==> src/rtl/sgdma_pkg.sv <==
package sgdma_pkg;

    typedef enum logic [3:0] {
        ST_IDLE  = 4'd0,
        ST_FREQ  = 4'd1,
        ST_FWAIT = 4'd2,
        ST_IN    = 4'd3,
        ST_WR    = 4'd4,
        ST_RD    = 4'd5,
        ST_RWAIT = 4'd6,
        ST_OUT   = 4'd7,
        ST_REL   = 4'd8,
        ST_DONE  = 4'd9
    } walk_state_e;

endpackage

==> src/rtl/sgdma_chunk_calc.sv <==
module sgdma_chunk_calc #(
    parameter int WORD_W     = 32,
    parameter int CNT_W      = 32,
    parameter int ZERO_BYTES = 65536
) (
    input  logic [WORD_W-1:0] size_field,
    input  logic [CNT_W-1:0]  remain,
    output logic [CNT_W-1:0]  chunk
);
    localparam int EXT_W = (WORD_W > CNT_W) ? WORD_W : CNT_W;

    logic [EXT_W-1:0] eff_len;
    logic [EXT_W-1:0] rem_ext;

    always_comb begin
        eff_len = (size_field == '0) ? EXT_W'(ZERO_BYTES) : EXT_W'(size_field);
        rem_ext = EXT_W'(remain);
        chunk   = (eff_len < rem_ext) ? CNT_W'(eff_len) : remain;
    end

endmodule

==> src/rtl/sgdma_req_mux.sv <==
module sgdma_req_mux
    import sgdma_pkg::*;
#(
    parameter int ADDR_W  = 32,
    parameter int WORD_W  = 32,
    parameter int OWN_BIT = 31
) (
    input  walk_state_e       st,
    input  logic [ADDR_W-1:0] desc,
    input  logic [1:0]        widx,
    input  logic [ADDR_W-1:0] bufp,
    input  logic [WORD_W-1:0] hold,
    input  logic [WORD_W-1:0] status,
    output logic              req,
    output logic              we,
    output logic [ADDR_W-1:0] addr,
    output logic [WORD_W-1:0] wdata
);
    localparam logic [WORD_W-1:0] OWN_MASK = WORD_W'(1) << OWN_BIT;

    always_comb begin
        req   = 1'b0;
        we    = 1'b0;
        addr  = bufp;
        wdata = hold;
        case (st)
            ST_FREQ: begin
                req  = 1'b1;
                addr = desc + ADDR_W'({widx, 2'b00});
            end
            ST_WR: begin
                req = 1'b1;
                we  = 1'b1;
            end
            ST_RD: begin
                req = 1'b1;
            end
            ST_REL: begin
                req   = 1'b1;
                we    = 1'b1;
                addr  = desc;
                wdata = status & ~OWN_MASK;
            end
            default: ;
        endcase
    end

endmodule

==> src/rtl/sg_dma_walker.sv <==
module sg_dma_walker
    import sgdma_pkg::*;
#(
    parameter int ADDR_W     = 32,
    parameter int WORD_W     = 32,
    parameter int CNT_W      = 32,
    parameter int ZERO_BYTES = 65536,
    parameter int OWN_BIT    = 31
) (
    input  logic              clk,
    input  logic              rst_n,
    input  logic              start,
    input  logic              dir_to_mem,
    input  logic [ADDR_W-1:0] base_addr,
    input  logic [CNT_W-1:0]  total_bytes,
    output logic              busy,
    output logic              done,
    output logic              mem_req,
    output logic              mem_we,
    output logic [ADDR_W-1:0] mem_addr,
    output logic [WORD_W-1:0] mem_wdata,
    input  logic              mem_gnt,
    input  logic              mem_rvalid,
    input  logic [WORD_W-1:0] mem_rdata,
    input  logic              in_valid,
    output logic              in_ready,
    input  logic [WORD_W-1:0] in_data,
    output logic              out_valid,
    input  logic              out_ready,
    output logic [WORD_W-1:0] out_data
);
    localparam int BEAT_BYTES = WORD_W / 8;

    typedef struct packed {
        walk_state_e       st;
        logic              to_mem;
        logic [CNT_W-1:0]  rem;
        logic [CNT_W-1:0]  chunk_left;
        logic [ADDR_W-1:0] desc;
        logic [1:0]        widx;
        logic [WORD_W-1:0] status;
        logic [ADDR_W-1:0] bufp;
        logic [ADDR_W-1:0] nxt;
        logic [WORD_W-1:0] hold;
    } walk_t;

    walk_t            q, d;
    logic [CNT_W-1:0] chunk_w;
    logic             last_beat;

    sgdma_chunk_calc #(
        .WORD_W    (WORD_W),
        .CNT_W     (CNT_W),
        .ZERO_BYTES(ZERO_BYTES)
    ) u_chunk (
        .size_field(mem_rdata),
        .remain    (q.rem),
        .chunk     (chunk_w)
    );

    sgdma_req_mux #(
        .ADDR_W (ADDR_W),
        .WORD_W (WORD_W),
        .OWN_BIT(OWN_BIT)
    ) u_req (
        .st    (q.st),
        .desc  (q.desc),
        .widx  (q.widx),
        .bufp  (q.bufp),
        .hold  (q.hold),
        .status(q.status),
        .req   (mem_req),
        .we    (mem_we),
        .addr  (mem_addr),
        .wdata (mem_wdata)
    );

    assign last_beat = (q.chunk_left == CNT_W'(BEAT_BYTES));

    always_comb begin
        d = q;
        case (q.st)
            ST_IDLE: begin
                if (start) begin
                    d.to_mem = dir_to_mem;
                    d.rem    = total_bytes;
                    d.desc   = base_addr;
                    d.widx   = 2'd0;
                    d.st     = (total_bytes == '0) ? ST_DONE : ST_FREQ;
                end
            end
            ST_FREQ: begin
                if (mem_gnt) d.st = ST_FWAIT;
            end
            ST_FWAIT: begin
                if (mem_rvalid) begin
                    case (q.widx)
                        2'd0:    d.status     = mem_rdata;
                        2'd1:    d.chunk_left = chunk_w;
                        2'd2:    d.bufp       = ADDR_W'(mem_rdata);
                        default: d.nxt        = ADDR_W'(mem_rdata);
                    endcase
                    if (q.widx == 2'd3) begin
                        d.st = q.to_mem ? ST_IN : ST_RD;
                    end else begin
                        d.widx = q.widx + 2'd1;
                        d.st   = ST_FREQ;
                    end
                end
            end
            ST_IN: begin
                if (in_valid) begin
                    d.hold = in_data;
                    d.st   = ST_WR;
                end
            end
            ST_WR: begin
                if (mem_gnt) begin
                    d.bufp       = q.bufp + ADDR_W'(BEAT_BYTES);
                    d.chunk_left = q.chunk_left - CNT_W'(BEAT_BYTES);
                    d.rem        = q.rem - CNT_W'(BEAT_BYTES);
                    d.st         = last_beat ? ST_REL : ST_IN;
                end
            end
            ST_RD: begin
                if (mem_gnt) d.st = ST_RWAIT;
            end
            ST_RWAIT: begin
                if (mem_rvalid) begin
                    d.hold = mem_rdata;
                    d.st   = ST_OUT;
                end
            end
            ST_OUT: begin
                if (out_ready) begin
                    d.bufp       = q.bufp + ADDR_W'(BEAT_BYTES);
                    d.chunk_left = q.chunk_left - CNT_W'(BEAT_BYTES);
                    d.rem        = q.rem - CNT_W'(BEAT_BYTES);
                    d.st         = last_beat ? ST_REL : ST_RD;
                end
            end
            ST_REL: begin
                if (mem_gnt) begin
                    if (q.rem == '0) begin
                        d.st = ST_DONE;
                    end else begin
                        d.desc = q.nxt;
                        d.widx = 2'd0;
                        d.st   = ST_FREQ;
                    end
                end
            end
            ST_DONE: begin
                d.st = ST_IDLE;
            end
            default: d.st = ST_IDLE;
        endcase
    end

    always_ff @(posedge clk or negedge rst_n) begin
        if (!rst_n) q <= '0;
        else        q <= d;
    end

    assign busy      = (q.st != ST_IDLE);
    assign done      = (q.st == ST_DONE);
    assign in_ready  = (q.st == ST_IN);
    assign out_valid = (q.st == ST_OUT);
    assign out_data  = q.hold;

endmodule

==> config.mk <==
export PLATFORM = sky130hd
export DESIGN_NAME = sg_dma_walker
export DESIGN_NICKNAME = d
export VERILOG_FILES = /design/src/rtl/sgdma_pkg.sv /design/src/rtl/sgdma_chunk_calc.sv /design/src/rtl/sgdma_req_mux.sv /design/src/rtl/sg_dma_walker.sv
export SDC_FILE = /design/constraint.sdc
export NUM_CORES = 1
export LEC_CHECK = 0
export BUFFER_PORTS_ARGS = -buffer_cell sky130_fd_sc_hd__buf_2
export CORE_MARGIN = 4
export CORE_UTILIZATION = 52
export CTS_BUF_LIST = sky130_fd_sc_hd__clkbuf_4
export DETAILED_ROUTE_END_ITERATION = 12
export GPL_TIMING_DRIVEN = 0
export MAX_ROUTING_LAYER = met4
export PLACE_DENSITY = 0.74
export SETUP_SLACK_MARGIN = 0.15
export SYNTH_ARGS = -nofsm -noshare
export SYNTH_HDL_FRONTEND = slang
export SYNTH_SLANG_ARGS = --single-unit
==> constraint.sdc <==
create_clock -name clk -period 4.1 [get_ports clk]
set_clock_uncertainty 0.1 [all_clocks]
set_input_delay 0.41 -clock clk [delete_from_list [all_inputs] [get_ports clk]]
set_output_delay 0.41 -clock clk [all_outputs]
set_load 0.1 [all_outputs]
Word-level counts from Yosys, hierarchy flattened
Cells that the tools add are included.
Cells by class
  eq/ne operators: 26
  add/sub/neg operators: 5
  reduce and logical (&&, ||, !) cells: 24
  order comparisons: 1
  mux-type cells: 44
  bitwise operators: 1
Operators with widths (number)
  two-way mux 32 bit: 12
  one-hot mux 32 bit (3 select lines): 3
  one-hot mux 32 bit (2 select lines): 3
  two-way mux 64 bit: 2
  two-way mux 34 bit: 3
  two-way mux 98 bit: 1
  zero test 32 bit: 3
  subtractor 32 x 3 -> 32 bit, second input constant: 2
  two-way mux 4 bit: 12
  two-way mux 37 bit: 1
  one-hot mux 4 bit (9 select lines): 1
  adder 32 x 3 -> 32 bit, second input constant: 1
  adder 32 x 4 -> 32 bit: 1
  == test 32 x 3 -> 1 bit, second input constant: 1
  less-than comparator 32 bit: 1
  != test 2 bit, second input constant: 10
  == test 4 x 3 -> 1 bit, second input constant: 4
  AND reduction 5 bit: 2
  AND reduction 3 bit: 3
  AND reduction 9 bit: 1
  nonzero test 3 bit: 3
  == test 4 x 2 -> 1 bit, second input constant: 2
  == test 4 bit, second input constant: 2
  AND reduction 4 bit: 2
  19 further kinds: 25
Storage, ports and cells
  input port bits: 136
  output and inout bits: 102
  word-level logic and storage cells: 111
  bits in registers: 231

Longest topological paths before layout
  depth after elaboration: 7
  mapped depth: 12
  mapped depth without buffers: 11

Cells and area by module
A second synthesis with hierarchy kept.
Second synthesis, totals
  cell total of the unflattened synthesis: 1729
  area total of the unflattened synthesis: 15551.2 um^2
Modules (own cells, without submodules)
  sg_dma_walker: area each 12507.0 um^2, times used 1, seq. area each 5780.5 um^2, cells each 1253
  sgdma_req_mux: area each 1579.0 um^2, times used 1, seq. area each 0.0 um^2, cells each 291
  sgdma_chunk_calc: area each 1465.2 um^2, times used 1, seq. area each 0.0 um^2, cells each 185

Least setup slack after synthesis
Ideal clock, no wire load.
  kind: register to output
  start point: reg q[141] (netlist name)
  end point: out mem_addr[21]
  path buffers: 1
  setup slack: -1463 ps
  stages on the path, launching flop included: 7
  data arrival time: 5053 ps
  data required time: 3590 ps
  path through: dfrtp_1 clkbuf_1 and4_1 and4_1 nand4_1 or2_2 o311ai_0
On the way
  word-level cells in the longest chain between the ends: 2
RTL lines
  start: declaration: line sg_dma_walker.sv:47  | walk_t q, d;
  start signal: assignment: line sg_dma_walker.sv:161  | if (!rst_n) q <= '0;
  start signal: assignment: line sg_dma_walker.sv:162  | else q <= d;
  adder 32 x 4 -> 32 bit: line sgdma_req_mux.sv:29  | addr = desc + ADDR_W'({widx, 2'b00});
  one-hot mux 32 bit (2 select lines): line sgdma_req_mux.sv:26  | case (st)
  end: declaration: line sg_dma_walker.sv:20  | output logic [ADDR_W-1:0] mem_addr,
No other way between the ends.

Final worst setup path
  start point: reg q[128] (netlist name)
  end point: out mem_addr[20]
Same word-level chain as after synthesis.

==> impl_metrics.ini <==
[yosys]
post_synth_num_cell_types = 72
post_synth_xor_area_fraction_pct = 0.120
synth-edff-count = 0
share_of_cell_area_taken_by_muxes_after_synthesis_pct = 12.0
yosys_warnings = 0
synth_top_flop_cell = sky130_fd_sc_hd__dfrtp_1
synth_fp_nets = 1898
asyncSetResetFlopFracSynth_pct = 100
area_of_the_mapped_netlist_sq_um = 14600
post_synth.cell_area_avg_sq_um = 8.49
post_synth_inst_count = 1719
main_combinational_cell_family_by_area_after_synthesis = compound AO/OA/AOI/OAI gates
ys_seq_elements = 230
synth-simple-area-share_pct = 18.8
arithmetic_cell_share_of_the_synthesized_area_counting_full_adders_half_adders_and_majority_gates_pct = 3.74
synth_compound_area_share_pct = 19.1
synth-seq-area-share_pct = 39.4

[final_layout]
area.sequential_sq_um = 5760
finish.instance_area_sq_um = 18300
mostFrequentLayoutCells = sky130_fd_sc_hd__nand2_1, sky130_fd_sc_hd__dfrtp_1, sky130_fd_sc_hd__buf_2
utilization_pct = 66.1
drive_above_1_share_pct = 23.0
final_nets = 2306
final_common_cell = sky130_fd_sc_hd__nand2_1
combined_area_of_the_multi_input_logic_cells_sq_um = 7920
area_growth_syn_to_layout_pct = 25.5
layout.filler_cells = 2295

[setup_path]
path_class = flop to output port
worst_setup_path_end_kind = output port
r2r_start = q[228]
arrival_ns = 3.31
worst_setup_path_startpoint = q[128]
critical_path_required_ns = 3.59
critical_path_peak_fanout = 7
worstSetupStartpointType = flop

[placed_design]
portBuffers = 236
gpl.final_weighted_congestion = 0.960
dp.final_hpwl_mm = 40.4
post_dp_cell_area_sq_um = 16300

[routing]
dr_total_vias = 16000
drt_pre_antenna_iters = 6
routed_via_density = 6.25
average_wire_per_cell_in_the_routed_design_microns = 22.5
antenna_violating_nets_post_route = 0
detailedRoute.firstIterationViolations = 1969
top_layer = met4
met1_length_mm = 21.4
detail_route.wirelength_mm = 57.5
drc_errors = 0
route.met2.wl_mm = 26.6
dr_wl_met3_mm = 5.70

[power]
power-per-cell-area_nw_per_um2 = 936
ir_worst_vdd_v = 0.000439
total_leakage_power_nw = 8.24

[clocking]
htreeDepth = 3
clk_latency_worst_skew_pair_ns = 0.69
cts_tree = done
clock_tree.buffer_depth = 3
cts.reportedPaths.clkPinSlew_ns = 0.05
cts.sinks = 230
cts-buffers-inserted = 70
cts.root.buffer_cell = sky130_fd_sc_hd__clkbuf_4

[job]
max-cap-violations = 0

[global_route]
grt_pass1_wl_mm = 87.6
largest_net_degree_at_the_start_of_global_routing = 84
antenna_found_initial = 1
via_count_of_the_first_global_routing_pass = 15900
global_route.overflow_total = 0
grt.total_usage_pct = 37.4

[timing]
finalWorstPathRequiredPeriod_ns = 3.82
finalHoldViolations = 0
slew_headroom_pct = 22.8
rsz0062_at_grt = yes
max_clock_freq_mhz = 262
final_max_slew_viol_count = 0
worst_slew_pin_slew_ns = 1.16
period_share_pct = 93.3
finalSetupViolCount = 0

[min_path]
hold_start = in_data[18]
worstHoldPathType = primary input to flop

[die]
placeableCoreArea_sq_um = 27700
top_level_ports = 238
fp.dieH_microns = 176
initial_utilization_pct = 52.7
num_rows = 61
die-area_sq_um = 30800
die_width_microns = 176

[outcome]
status = completed
metrics by stage:
stage          setup TNS [ns]  hold WS, ns  power (mW)  setup slack (ns)  instances
2_1_floorplan          -0.985       0.0144        11.9            -0.265       1719
3_3_place_gp          -373.65        0.364        14.2             -1.65       2333
3_5_place_dp                0        0.342        14.4            0.0971       2335
4_1_cts                     0      0.00811        16.8             0.156       2549
5_1_grt                     0       0.0281        18.0             0.154       2552
6_report                    0       0.0152        17.1             0.277       2553
worst paths after layout:
path                                     end  slack [ns]  cells past startpoint
worst max-delay path            mem_addr[20]        0.28                      9
worst min-delay path            out_data[18]        0.02                      3
worst max register to register        q[214]        0.55                      7
worst min register to register        q[163]        0.38                      2
max in group asynchronous             q[167]        2.43                      4
min in group asynchronous              q[41]        0.21                      2
kinds of logic after synthesis:
kind of cell,after synthesis
DFF,230
xor gates and xnor gates,2
buffers and inverters,223
and+or+nand+nor,584
muxes,167
AOI/OAI and AO/OA,470
adders and majority gates,43
Yosys cell counts, types with 3 or more instances:
cell                       number  share of area (%)
sky130_fd_sc_hd__or3_1          4               0.17
sky130_fd_sc_hd__mux2i_1      100                6.9
sky130_fd_sc_hd__o22a_1         7               0.42
sky130_fd_sc_hd__a221oi_1      11               0.66
sky130_fd_sc_hd__a32oi_1       12               0.72
sky130_fd_sc_hd__or2_2          3               0.13
sky130_fd_sc_hd__clkbuf_2       3               0.10
sky130_fd_sc_hd__o22ai_1       15               0.64
sky130_fd_sc_hd__nand4_1       27                1.2
sky130_fd_sc_hd__ha_1          42                3.6
sky130_fd_sc_hd__nor3b_1        5               0.26
sky130_fd_sc_hd__clkbuf_1     108                2.8
sky130_fd_sc_hd__and4_1        11               0.66
sky130_fd_sc_hd__nor4b_1        3               0.18
sky130_fd_sc_hd__o311ai_0       9               0.54
sky130_fd_sc_hd__dfrtp_1      230                 39
sky130_fd_sc_hd__nand2_1      269                6.9
sky130_fd_sc_hd__or4_1          6               0.31
sky130_fd_sc_hd__nor2_1        84                2.2
sky130_fd_sc_hd__a22oi_1       14               0.72
sky130_fd_sc_hd__o211ai_1      13               0.67
sky130_fd_sc_hd__a221o_1        5               0.34
sky130_fd_sc_hd__and2_1        10               0.43
sky130_fd_sc_hd__nor2b_1        6               0.26
sky130_fd_sc_hd__nand3_1       42                1.4
sky130_fd_sc_hd__o221ai_1       8               0.48
sky130_fd_sc_hd__buf_4         35                1.8
sky130_fd_sc_hd__inv_1         54                1.4
sky130_fd_sc_hd__a31oi_1       23               0.99
sky130_fd_sc_hd__a21o_1         4               0.21
sky130_fd_sc_hd__o21ai_0      193                6.6
sky130_fd_sc_hd__and3_1        15               0.64
sky130_fd_sc_hd__buf_2         12               0.41
sky130_fd_sc_hd__a211oi_1       6               0.31
sky130_fd_sc_hd__mux2_2        67                5.2
sky130_fd_sc_hd__nor3_1        52                1.8
sky130_fd_sc_hd__buf_1         10               0.26
sky130_fd_sc_hd__a21oi_1      125                4.3
sky130_fd_sc_hd__nor4_1        32                1.4
worst max-delay path, cell delays in order, from the launching register on:
cell and delay [ns]:
sky130_fd_sc_hd__dfrtp_1 0.46, sky130_fd_sc_hd__ha_1 0.27, sky130_fd_sc_hd__fa_1 0.42, sky130_fd_sc_hd__and3_1 0.23
sky130_fd_sc_hd__nand3_2 0.17, sky130_fd_sc_hd__nor2_1 0.08, sky130_fd_sc_hd__and3_1 0.20, sky130_fd_sc_hd__o21ai_0 0.18
sky130_fd_sc_hd__a221o_1 0.21, sky130_fd_sc_hd__buf_2 0.44
final cells by class:
class / count / share of cell area [%]
multi-input combinational: 1266 / 43.2
sequential: 230 / 31.4
timing repair buffer: 336 / 12.7
buffer: 168 / 4.36
clock buffer: 96 / 3.93
tap: 378 / 2.58
inverter: 55 / 1.13
clock inverter: 22 / 0.601
antenna: 2 / 0.0273
sequential cells by signal, indices dropped and copies added, names as in the netlist:
name      flops
q           198
out_data     32
layer usage:
metal | up-vias | GRT usage (%)
li1 | 7051 | -
met1 | 7558 | 45.4
met2 | 1037 | 57.7
met3 | 308 | 7.75
met4 | 0 | 22.9
met5 | - | -
power breakdown:
group | internal [mW] | switching, mW | total (mW)
sequential | 3.26 | 1.03 | 4.30
combinational | 2.73 | 7.93 | 10.7
clock | 1.14 | 1.05 | 2.19
total | 7.13 | 10.0 | 17.1
repair_timing:
item                                    CTS  global route
hold endpoints to repair                177             0
pin swaps                                 0             1
buffers inserted                          0             2
hold buffers                             96             0
gates resized for setup                  37            35
endpoints found under the setup margin   55            57
Power figures use the tool's default switching activity.
